<file path="config.mk">
export PLATFORM = sky130hd
export DESIGN_NAME = meas_seq_ctrl
export DESIGN_NICKNAME = d
export VERILOG_FILES = /design/src/rtl/meas_seq_pkg.sv /design/src/rtl/meas_cmd_reg.sv /design/src/rtl/meas_term_sync.sv /design/src/rtl/meas_seq_fsm.sv /design/src/rtl/meas_status_reg.sv /design/src/rtl/meas_seq_ctrl.sv
export SDC_FILE = /design/constraint.sdc
export NUM_CORES = 1
export LEC_CHECK = 0
export BUFFER_PORTS_ARGS = -buffer_cell sky130_fd_sc_hd__buf_4
export CAP_MARGIN = 20
export CORE_MARGIN = 5
export CORE_UTILIZATION = 40
export CTS_CLUSTER_SIZE = 16
export DETAILED_ROUTE_END_ITERATION = 6
export PLACE_DENSITY = 0.8
export SLEW_MARGIN = 20
export SYNTH_ARGS = -nofsm -noshare
export SYNTH_HDL_FRONTEND = slang
export SYNTH_HIERARCHICAL = 1
export SYNTH_SLANG_ARGS = --single-unit
</file>
<file path="constraint.sdc">
create_clock -name clk -period 0.9 [get_ports clk]
set_input_delay 0.045 -clock clk [delete_from_list [all_inputs] [get_ports clk]]
set_output_delay 0.045 -clock clk [all_outputs]
set_load 0.05 [all_outputs]
</file>
<file path="src/rtl/meas_seq_pkg.sv">
package meas_seq_pkg;

  localparam int STAT_W = 8;
  localparam int MODE_W = 2;

  typedef enum logic [1:0] {
    ST_IDLE  = 2'd0,
    ST_ARMED = 2'd1,
    ST_RUN   = 2'd2,
    ST_DONE  = 2'd3
  } seq_state_e;

  // Status word layout: {acq, ready, arm, mode, state, overrun flag}
  function automatic logic [STAT_W-1:0] pack_status(
    input logic              nrt,
    input seq_state_e        st,
    input logic [MODE_W-1:0] mode,
    input logic              arm
  );
    logic [STAT_W-1:0] w;
    w    = '0;
    w[0] = nrt;
    w[2:1] = st;
    w[4:3] = mode;
    w[5] = arm;
    w[6] = (st == ST_DONE);
    w[7] = (st == ST_RUN);
    return w;
  endfunction

endpackage

</file>
<file path="src/rtl/meas_cmd_reg.sv">
module meas_cmd_reg
  import meas_seq_pkg::*;
#(
  parameter int DATA_W = STAT_W
) (
  input  logic              clk,
  input  logic              rst_n,
  input  logic              wr,
  input  logic [DATA_W-1:0] din,
  output logic              arm,
  output logic [MODE_W-1:0] mode,
  output logic [DATA_W-MODE_W-2:0] sel
);
  localparam int SEL_LO = MODE_W + 1;

  logic [DATA_W-1:0] cmd_q;

  always_ff @(posedge clk) begin
    if (!rst_n)   cmd_q <= '0;
    else if (wr)  cmd_q <= din;
  end

  assign arm  = cmd_q[0];
  assign mode = cmd_q[MODE_W:1];
  assign sel  = cmd_q[DATA_W-1:SEL_LO];


  cmd_capture_chk: assert property (@(posedge clk) disable iff (!rst_n)
    wr |=> (sel == $past(din[DATA_W-1:SEL_LO])) && (arm == $past(din[0])));

endmodule

</file>
<file path="src/rtl/meas_term_sync.sv">
module meas_term_sync #(
  parameter int STAGES = 1
) (
  input  logic clk,
  input  logic rst_n,
  input  logic d,
  output logic q
);
  logic [STAGES-1:0] pipe_q;

  genvar g;
  generate
    for (g = 0; g < STAGES; g++) begin : g_stage
      if (g == 0) begin : g_first
        always_ff @(posedge clk) begin
          if (!rst_n) pipe_q[0] <= 1'b0;
          else        pipe_q[0] <= d;
        end
      end else begin : g_next
        always_ff @(posedge clk) begin
          if (!rst_n) pipe_q[g] <= 1'b0;
          else        pipe_q[g] <= pipe_q[g-1];
        end
      end
    end
  endgenerate

  assign q = pipe_q[STAGES-1];

endmodule

</file>
<file path="src/rtl/meas_seq_fsm.sv">
module meas_seq_fsm
  import meas_seq_pkg::*;
(
  input  logic       clk,
  input  logic       rst_n,
  input  logic       arm,
  input  logic       start,
  input  logic       blk_full,
  input  logic       irq_ack,
  output seq_state_e state,
  output logic       acq_en,
  output logic       blk_ready
);
  seq_state_e state_q, state_d;

  // named internal events for checking
  logic go_run, run_end, ack_take;
  assign go_run   = (state_q == ST_ARMED) && arm && start;
  assign run_end  = (state_q == ST_RUN) && blk_full;
  assign ack_take = (state_q == ST_DONE) && irq_ack;

  always_comb begin
    state_d = state_q;
    unique case (state_q)
      ST_IDLE:  if (arm)      state_d = ST_ARMED;
      ST_ARMED: if (!arm)     state_d = ST_IDLE;
                else if (start) state_d = ST_RUN;
      ST_RUN:   if (blk_full) state_d = ST_DONE;
      ST_DONE:  if (irq_ack)  state_d = ST_IDLE;
      default:                state_d = ST_IDLE;
    endcase
  end

  always_ff @(posedge clk) begin
    if (!rst_n) state_q <= ST_IDLE;
    else        state_q <= state_d;
  end

  assign state     = state_q;
  assign acq_en    = (state_q == ST_RUN);
  assign blk_ready = (state_q == ST_DONE);


  start_run_chk: assert property (@(posedge clk) disable iff (!rst_n)
    go_run |=> acq_en);

  blk_end_chk: assert property (@(posedge clk) disable iff (!rst_n)
    run_end |=> blk_ready);

  irq_hold_chk: assert property (@(posedge clk) disable iff (!rst_n)
    (blk_ready && !irq_ack) |=> blk_ready);

  irq_release_chk: assert property (@(posedge clk) disable iff (!rst_n)
    ack_take |=> (state == ST_IDLE));

  no_restart_chk: assert property (@(posedge clk) disable iff (!rst_n)
    blk_ready |=> !acq_en);

  excl_out_chk: assert property (@(posedge clk) disable iff (!rst_n)
    !(acq_en && blk_ready));

endmodule

</file>
<file path="src/rtl/meas_status_reg.sv">
module meas_status_reg
  import meas_seq_pkg::*;
(
  input  logic              clk,
  input  logic              rst_n,
  input  logic              rd,
  input  logic              overrun,
  input  seq_state_e        state,
  input  logic [MODE_W-1:0] mode,
  input  logic              arm,
  output logic [STAT_W-1:0] dout
);
  logic nrt_q, nrt_d;

  // set dominates the read-clear
  assign nrt_d = overrun | (nrt_q & ~rd);

  always_ff @(posedge clk) begin
    if (!rst_n) nrt_q <= 1'b0;
    else        nrt_q <= nrt_d;
  end

  assign dout = rd ? pack_status(nrt_q, state, mode, arm) : '0;


  nrt_set_chk: assert property (@(posedge clk) disable iff (!rst_n)
    overrun |=> nrt_q);

  nrt_sticky_chk: assert property (@(posedge clk) disable iff (!rst_n)
    (nrt_q && !rd) |=> nrt_q);

  nrt_clear_chk: assert property (@(posedge clk) disable iff (!rst_n)
    (rd && !overrun) |=> !nrt_q);

  bus_idle_chk: assert property (@(posedge clk) disable iff (!rst_n)
    !rd |-> (dout == '0));

endmodule

</file>
<file path="src/rtl/meas_seq_ctrl.sv">
module meas_seq_ctrl
  import meas_seq_pkg::*;
#(
  parameter int DATA_W      = STAT_W,
  parameter int SYNC_STAGES = 1,
  localparam int SEL_W      = DATA_W - MODE_W - 1
) (
  input  logic              clk,
  input  logic              rst_n,
  input  logic              cmd_wr,
  input  logic [DATA_W-1:0] data_in,
  input  logic              start,
  input  logic              cnt_term,
  input  logic              overrun,
  input  logic              stat_rd,
  input  logic              irq_ack,
  output logic [DATA_W-1:0] data_out,
  output logic              acq_en,
  output logic              blk_ready,
  output logic [SEL_W-1:0]  lo_sel
);
  logic              arm;
  logic [MODE_W-1:0] mode;
  logic              blk_full;
  seq_state_e        state;

  meas_cmd_reg #(.DATA_W(DATA_W)) i_cmd (
    .clk(clk), .rst_n(rst_n), .wr(cmd_wr), .din(data_in),
    .arm(arm), .mode(mode), .sel(lo_sel)
  );

  meas_term_sync #(.STAGES(SYNC_STAGES)) i_sync (
    .clk(clk), .rst_n(rst_n), .d(cnt_term), .q(blk_full)
  );

  meas_seq_fsm i_fsm (
    .clk(clk), .rst_n(rst_n), .arm(arm), .start(start),
    .blk_full(blk_full), .irq_ack(irq_ack), .state(state),
    .acq_en(acq_en), .blk_ready(blk_ready)
  );

  meas_status_reg i_stat (
    .clk(clk), .rst_n(rst_n), .rd(stat_rd), .overrun(overrun),
    .state(state), .mode(mode), .arm(arm), .dout(data_out)
  );


  term_outside_chk: assert property (@(posedge clk) disable iff (!rst_n)
    (!acq_en && !blk_ready) |=> !blk_ready);

endmodule

</file>
==> results of run 1 <==
kinds of logic after synthesis:
logic type	count (synthesis)
flip-flops	12
AND/OR/NAND/NOR	25
multiplexers	8
buffers and inverters	1
AO/OA/AOI/OAI	4
report_power, final:
group	internal (W)	total, W	switching [W]
sequential	0.000559	0.000575	0.0000158
combinational	0.000128	0.000268	0.000140
clock	0.000154	0.000307	0.000152
repair_timing:
| action | 4_1_cts | 5_1_grt |
|---|---|---|
| hold buffers | 2 | 0 |
| setup buffers | 4 | 3 |
| pin swaps | 0 | 1 |
| hold endpoints to repair | 2 | 0 |
| setup endpoints to repair | 10 | 12 |
| gates resized for setup | 17 | 4 |
cells in the mapped netlist:
cell type,instances,share of area [%]
a21boi_1,1,1.4
and2b_1,1,1.4
and2b_2,1,1.7
and3_2,1,1.4
and2_1,6,7.2
buf_6,1,2.2
o2111ai_1,1,1.7
and2_2,1,1.4
mux2i_1,8,15
o21a_1,1,1.4
nand4b_1,1,1.7
nor2b_1,9,11
and2_4,1,1.7
o21ai_1,1,0.96
nand3_1,1,0.96
nand2_1,3,2.2
dfxtp_1,12,46
final cells by class:
class                   count  area (µm²)  share of cell area (%)
clock buffers               3        22.5                    2.43
multi-input cells          37         277                    29.9
flip-flops and latches     12         258                    27.8
well taps                  15        18.8                    2.03
repair buffers             39         350                    37.8
path summary, 6_finish.rpt:
check	to	slack, ps
min	i_cmd/cmd_q[6]	40
min reg2reg	i_cmd/cmd_q[3]	510
max	data_out[7]	-190
max reg2reg	flop	-80
flip-flops by register name, indices dropped and copies added, names as in the netlist, named ones only:
register,count
i_fsm/state,1
i_stat/nrt_q,1
i_sync/q,1
i_cmd/cmd_q,8
worst max-delay path: stages, from the launching register on:
cell and delay, ps:
dfxtp_4 350, and2_4 130, and2b_4 160, buf_8 140
per-layer routing:
layer,share of wire [%],GRT usage (%)
met5,0,0
met4,0,3.41
met3,3.8,4.74
met2,57,25.5
met1,39,13.1
stage by stage:
step                TNS (ps)  util, %  setup WS, ps  std cells  total power, W
finish                 -1050     73.0          -188        106         0.00115
global route           -1540     73.0          -232        106         0.00121
CTS                    -1020     70.0          -196        103         0.00116
detailed placement         0     60.1          5.78         94        0.000829
global placement           0     60.1          26.5         94        0.000825
floorplan              -5.07        -         -5.07         50        0.000729
==> metrics.csv, run 1 <==
metric;value;unit
synthesis-to-finish area growth;78.3;%
Power Density;1240;nW/µm²
vias per cell;4.60;
PnR worst setup slack;-188;ps
CP Max Fanout;5;
adder-cell share of the synthesized area;0;%
crit end category;primary output;
TritonRoute pass-1 iters;2;
failing checks;negative setup slack;
CTS tree;built;
flop and latch count out of synthesis;12;
die height;46.0;µm
clk_lat worst skew;260;ps
Worst Skew;5.21;ps
Tightest Hold Check Type;in2reg;
Final Instance Area;926;µm²
DRC viols;0;
Reg clk slew, reported paths;70;ps
die area;2120;µm²
Die X-Extent;46.0;µm
Worst Path Arrival;1040;ps
Initial DRC Count;1;
Synthesized Nets;66;
share of cells above drive strength 1;61.5;%
WHS Path Cells;3;
crit start category;flop;
gr ovfl total;0;
status;finished, violations left;
Fin. Hold Viols;0;
Worst Tran Pin Value;134;ps
Finish-stage setup viols;12;
placed cell area;762;µm²
clk sinks;12;
CP required;850;ps
post-synth cell types;17;
FF-to-FF path depth;4;
GRT Total Usage;13.3;%
Num CTS Buffers;3;
Worst Hold Slack;40.5;ps
H-Tree Depth;1;
Synth Cell Area;519;µm²
period utilisation layout;121;%
PortBufs;30;
Initial Utilization;40.9;%
ANT cells;0;
most common cell after layout, fill and taps aside;buf_4;
relative slew slack;90.8;%
Nets;109;
min-delay src;data_in[6];
Compound-Gate Fraction of Synth Area;5.54;%
most frequent cells in the layout;buf_4, buf_6, nor2b_1;
largest net degree at the start of global routing;14;
routed vias;488;
yosys warns;6;
largest family of logic cells by synthesized area;simple AND/OR/NAND/NOR gates;
Synth Area in XOR/XNOR;0;%
Filler Cell Count;92;
GPL Wtd Cong;0.623;
number of global-route vias before repair;512;
Max-Cap Viols;0;
row count;13;
kind of critical path;reg2out;
core area;1270;µm²
antenna violations before repair;0;
RSZ-0062 raised after global routing;true;
antenna-violating nets left;0;
wire length per cell;12.7;µm
VDD IR max;1.04;mV
Leak;0.441;nW
minimum clock period;1090;ps
cells after synthesis;50;
mux cell area share after synthesis;15.4;%
Clock Tree Buf Depth;2;
Syn Area/Cell;10.4;µm²
Final Max Slew Viols;0;
FMAX;919;MHz
final WL;1.35;mm
first-pass GRT wire length;2.04;mm
IO Count;31;
CTS Root Cell;clkbuf_4;
Seq/Total Area, Yosys;46.3;%
simple-gate share of the synthesized area;30.6;%
Note: power is estimated with default switching activity, not from simulation.
==> run 2, diff against run 1 <==
- ABC_AREA: not set -> 1
- CORE_UTILIZATION: 40 -> 43
- PLACE_DENSITY: 0.8 -> 0.81
==> metrics.csv, run 2 <==
metric;value;unit;change
status;finished, violations left;;
failing checks;negative setup slack;;
Final Max Slew Viols;0;;unchanged
switch share;32.0;%;+5.2 points
simple-gate share of the synthesized area;35.4;%;+4.8 points
VDD IR max;0.871;mV;-16%
wire length per cell;10.2;µm;-20%
TritonRoute pass-1 iters;4;;+2
row count;13;;unchanged
Max-Cap Viols;0;;unchanged
Comb pwr share;31.4;%;+8.1 points
antenna-violating nets left;0;;unchanged
ys async rst share;0;%;unchanged
CP most frequent cell;buf_6;;
Synthesized Nets;113;;+71%
number of global-route vias before repair;620;;+21%
mux cell area share after synthesis;0;%;-15 points
Worst Path Arrival;990;ps;-50 ps
adder-cell share of the synthesized area;0;%;unchanged
most repeated cell in the gate-level netlist after synthesis;nand2_1;;
routed vias;651;;+33%
CP required;850;ps;about the same
Nets;153;;+40%
crit start category;flop;;
area leader, netlist;dfxtp_1;;
first-pass GRT wire length;2.36;mm;+16%
crit-path cells;buf_6 -> nor2_4 -> buf_6;;
Synth Cell Area;614;µm²;+18%
Fin. Hold Viols;0;;unchanged
kind of critical path;reg2out;;
RSZ-0062 raised after global routing;true;;
Biggest register;i_cmd/cmd_q;;
Finish-stage setup viols;10;;-2
CTS Root Cell;clkbuf_4;;
largest net degree at the start of global routing;17;;+3
WP buf/inv;2;;+1
minimum clock period;1030;ps;-53.0 ps
power share of the sequential group;45.4;%;-4.6 points
Clock Tree Buf Depth;2;;unchanged
Compound-Gate Fraction of Synth Area;4.07;%;-1.5 points
Switch Pwr;0.000423;W;+38%
most frequent cells in the layout;buf_4, nand2_1, inv_1;;
die area;2280;µm²;+7.8%
largest family of logic cells by synthesized area;simple AND/OR/NAND/NOR gates;;
Seq/Total Area, Yosys;39.1;%;-7.2 points
GPL Wtd Cong;0.673;;+8.0%
crit end category;primary output;;
Synth top cells by count;nand2_1, inv_1, nor2_1, dfxtp_1, nand3_1;;
DRC viols;0;;unchanged
antenna violations before repair;0;;unchanged
Worst path depth;3;;unchanged
vias per cell;4.34;;-5.7%
Tightest Hold Check Type;in2reg;;
slowest stage delay, CP;370;ps;+20 ps
final WL;1.52;mm;+13%
post-synth cell types;14;;-3
period utilisation layout;115;%;-5.9 points
synthesis-to-finish area growth;64.0;%;
clk_lat worst skew;260;ps;about the same
number of flops mapped to enable cells by yosys;0;;unchanged
clock group share of total power;23.2;%;-3.5 points
ANT cells;0;;unchanged
Worst Hold Slack;32.5;ps;-8.00 ps
Syn Area/Cell;6.33;µm²;-39%
H-Tree Depth;1;;unchanged
Leak;0.592;nW;+34%
core area;1330;µm²;+5.1%
Detailed Place HPWL;1.12;mm;
most common cell after layout, fill and taps aside;buf_4;;
GRT Total Usage;15.0;%;+1.7 points
Power Density;1320;nW/µm²;+6.0%
Reg clk slew, reported paths;60;ps;about the same
FMAX;966;MHz;+5.1%
PortBufs;30;;unchanged
Slowest-stage cell, CP;dfxtp_4;;
setup TNS;-708;ps;+338 ps
Pint;0.000901;W;+7.1%
Initial DRC Count;3;;+2
Num CTS Buffers;3;;unchanged
Worst Skew;3.59;ps;-1.62 ps
die height;47.8;µm;+3.8%
largest cells by area after synthesis;dfxtp_1, nand2_1, inv_1, nor2_1, buf_8;;
Worst Tran Pin Value;229;ps;+94.7 ps
gr ovfl total;0;;unchanged
yosys warns;6;;unchanged
flop and latch count out of synthesis;12;;unchanged
IO Count;31;;unchanged
Synth Area in XOR/XNOR;0;%;unchanged
Die X-Extent;47.8;µm;+3.8%
PnR worst setup slack;-135;ps;+53.0 ps
WHS Path Cells;3;;unchanged
max reg flops;8;;unchanged
cells after synthesis;97;;+94%
FF-to-FF path depth;7;;+3
CTS tree;built;;
relative slew slack;84.6;%;-6.2 points
share of cells above drive strength 1;44.4;%;-17 points
clk sinks;12;;unchanged
post-synth top area share;39.1;%;-7.2 points
CP Max Fanout;7;;+2
ys flop type;dfxtp_1;;
Initial Utilization;46.1;%;+5.1 points
CP delay by family, top;flip-flops;;
[run 2: cell types whose count changed after synthesis, moves of 6 or more]
cell	change
nor2b_1	-9
mux2i_1	-8
inv_1	+23
nor2_1	+21
and2_1	-6
nand2_1	+22
[run 2: layout make-up]
cell class                      instances  area (µm²)
Clock buffer                            3        22.5
Fill cell                              99         327
Inverter                               24        90.1
Multi-Input combinational cell         58         283
Sequential cell                        12         253
Tap cell                               15        18.8
Timing Repair Buffer                   38         340
[run 2: what timing repair did]
item	4_1_cts	5_1_grt
buffers inserted	3	2
resized for setup	25	6
hold buffers	1	0
endpoints found under the setup margin	12	12
endpoints found under the hold margin	1	0
pin swaps	4	3
[run 2: cells by family (layout without fill, tap and decap cells)]
group / after synthesis / after routing
AOI/OAI and AO/OA: 4 / 4
and+or+nand+nor: 54 / 54
DFF: 12 / 12
buffers and inverters: 27 / 65
[run 2: worst paths after layout]
kind / start / endpoint / slack [ps]
worst max register to register: i_fsm/state[0] / i_fsm/state[0] / -60
worst max-delay path: i_fsm/state[0] / acq_en / -130
worst min-delay path: overrun / i_stat/nrt_q / 30
worst min register to register: i_cmd/cmd_q[1] / i_cmd/cmd_q[1] / 470
[run 2: per-stage QoR]
| stage | worst slack, ps | util (%) | instances | total power (W) | area (µm²) |
|---|---|---|---|---|---|
| floorplan | -62.9 | - | 97 | 0.000839 | 632 |
| global placement | -13.3 | 63.7 | 141 | 0.000950 | 850 |
| detailed placement | -87.9 | 63.7 | 141 | 0.000963 | 850 |
| CTS | -140 | 73.2 | 148 | 0.00132 | 976 |
| global route | -173 | 75.5 | 150 | 0.00140 | 1010 |
| finish | -135 | 75.5 | 150 | 0.00132 | 1010 |
[run 2: worst reg2reg max path, cell delays in order, from the launching register on]
cell and delay (ps):
dfxtp_4 390, buf_4 120, inv_2 40, nor2_4 90, nand2_2 60, nand3_1 60
nand2_1 50, nor2_1 80
[run 2: layer usage]
layer	wire length (µm)	GRT usage (%)	vias up	part of all wire (%)
met4	8	8.06	0	0.52
met2	840	28.2	19	55
met1	585	15.7	279	38
li1	-	-	351	-
met3	90	2.26	2	5.9
met5	0	0	-	0
[run 2: power groups by stage]
stage | Combinational [W] | Sequential [W] | Clock, W
4_1_cts | 0.000399 | 0.000599 | 0.000326
5_1_grt | 0.000450 | 0.000605 | 0.000346
6_report | 0.000416 | 0.000602 | 0.000308
3_5_place_dp | 0.000354 | 0.000609 | 0
3_3_place_gp | 0.000344 | 0.000606 | 0
2_1_floorplan | 0.000177 | 0.000661 | 0
==> run 3, diff against run 2 <==
- CORE_UTILIZATION: 43 -> 45
- CTS_BUF_LIST: not set -> sky130_fd_sc_hd__clkbuf_4
- PLACE_DENSITY: 0.81 -> 0.84
- SETUP_SLACK_MARGIN: not set -> 0.15
==> metrics.csv, run 3 (synthesized netlist as in run 2, its figures left out) <==
metric;value;unit;change
setup TNS;-975;ps;-267 ps
Biggest register;i_cmd/cmd_q;;
DRC viols;0;;unchanged
RSZ-0062 raised after global routing;true;;
Reg clk slew, reported paths;70;ps;about the same
Placed Instances;140;;-0.71%
Nets;151;;-1.3%
largest net degree at the start of global routing;17;;unchanged
H-Tree Depth;1;;unchanged
relative slew slack;86.9;%;+2.2 points
PortBufs;30;;unchanged
Clock Tree Buf Depth;2;;unchanged
synthesis-to-finish area growth;72.1;%;
Worst Path Arrival;1000;ps;about the same
VDD IR max;1.04;mV;+20%
GRT Total Usage;16.1;%;+1.1 points
ANT cells;0;;unchanged
FMAX;955;MHz;-1.2%
Leak;0.573;nW;-3.3%
CP Max Fanout;6;;-1
TritonRoute pass-1 iters;4;;unchanged
crit end category;primary output;;
first-pass GRT wire length;2.48;mm;+5.0%
period utilisation layout;116;%;+1.4 points
Worst Hold Slack;37.9;ps;+5.37 ps
crit start category;flop;;
GPL Wtd Cong;0.724;;+7.6%
CP required;850;ps;about the same
PnR worst setup slack;-147;ps;-12.5 ps
Filler Cell Count;90;;-9.1%
antenna-violating nets left;0;;unchanged
Final Instance Area;1060;µm²;+5.0%
most frequent cells in the layout;nand2_1, nor2_1, buf_4;;
die area;2200;µm²;-3.5%
kind of critical path;reg2out;;
minimum clock period;1050;ps;+12.5 ps
most common cell after layout, fill and taps aside;nand2_1;;
Die X-Extent;47.0;µm;-1.8%
Final Max Slew Viols;0;;unchanged
wire length per cell;10.5;µm;+3.4%
share of cells above drive strength 1;50.7;%;+6.3 points
Tightest Hold Check Type;in2reg;;
Power Density;1310;nW/µm²;-0.79%
Max-Cap Viols;0;;unchanged
CTS Root Cell;clkbuf_4;;
gr ovfl total;0;;unchanged
Initial Utilization;47.2;%;+1.2 points
clk sinks;12;;unchanged
Fin. Hold Viols;0;;unchanged
status;finished, violations left;;
failing checks;negative setup slack;;
CTS tree;built;;
vias per cell;4.36;;+0.52%
placed cell area;882;µm²;+3.8%
final WL;1.57;mm;+2.8%
core area;1300;µm²;-2.4%
Finish-stage setup viols;9;;-1
max reg flops;8;;unchanged
total power;0.00138;W;+4.1%
die height;47.0;µm;-1.8%
Layout Cells excl Fill;149;;-0.67%
Initial DRC Count;5;;+2
Detailed Place HPWL;1.09;mm;-2.9%
row count;13;;unchanged
IO Count;31;;unchanged
Worst Skew;0.259;ps;-3.33 ps
Num CTS Buffers;3;;unchanged
number of global-route vias before repair;603;;-2.7%
clk_lat worst skew;270;ps;about the same
routed vias;650;;-0.15%
antenna violations before repair;0;;unchanged
Worst Tran Pin Value;195;ps;-33.4 ps
## run 3: timing repair
action,in CTS,in global routing
endpoints found under the setup margin,17,17
hold buffers,1,0
setup buffers,3,1
endpoints found under the hold margin,1,0
resized for setup,32,4
pin swaps,3,4
## run 3: path summary, 6_finish.rpt
path | end | depth (start not counted) | slack, ps | from
worst max register to register | i_fsm/state[0] | 7 | -80 | i_fsm/state[0]
worst max-delay path | acq_en | 3 | -150 | i_fsm/state[0]
worst min register to register | i_cmd/cmd_q[1] | 2 | 470 | i_cmd/cmd_q[1]
worst min-delay path | i_stat/nrt_q | 3 | 40 | overrun
## run 3: power by group
part           switching, W  total, W  internal [W]
Sequential        0.0000400  0.000612      0.000573
Clock              0.000176  0.000336      0.000161
Combinational      0.000239  0.000431      0.000192
Total              0.000455   0.00138      0.000925
## run 3: metrics by stage
stage,utilization [%],setup WS [ps]
floorplan,-,66.7
finish,81.3,-147
global route,81.3,-179
detailed placement,67.8,-10.9
CTS,79.5,-155
global placement,67.8,56.9
## run 3: worst max-delay path: stages (launching register included)
cell	delay, ps
dfxtp_4	390
buf_6	120
nor2_4	70
buf_6	150
## run 3: area by class of cell
type | instances | area, µm² | area share, %
repair buffers | 36 | 359 | 34.0
clock buffers | 3 | 22.5 | 2.13
multi-input cells | 58 | 290 | 27.5
flip-flops and latches | 12 | 259 | 24.5
well taps | 15 | 18.8 | 1.78
clock inverters | 1 | 3.75 | 0.355
inverters | 24 | 104 | 9.82
## run 3: metal layers
metal,share of wire [%],wire length [µm],track usage [%]
met5,0,0,0
met4,3.1,48,13.3
met3,11,176,5.36
met2,44,695,25.5
met1,41,647,17.3
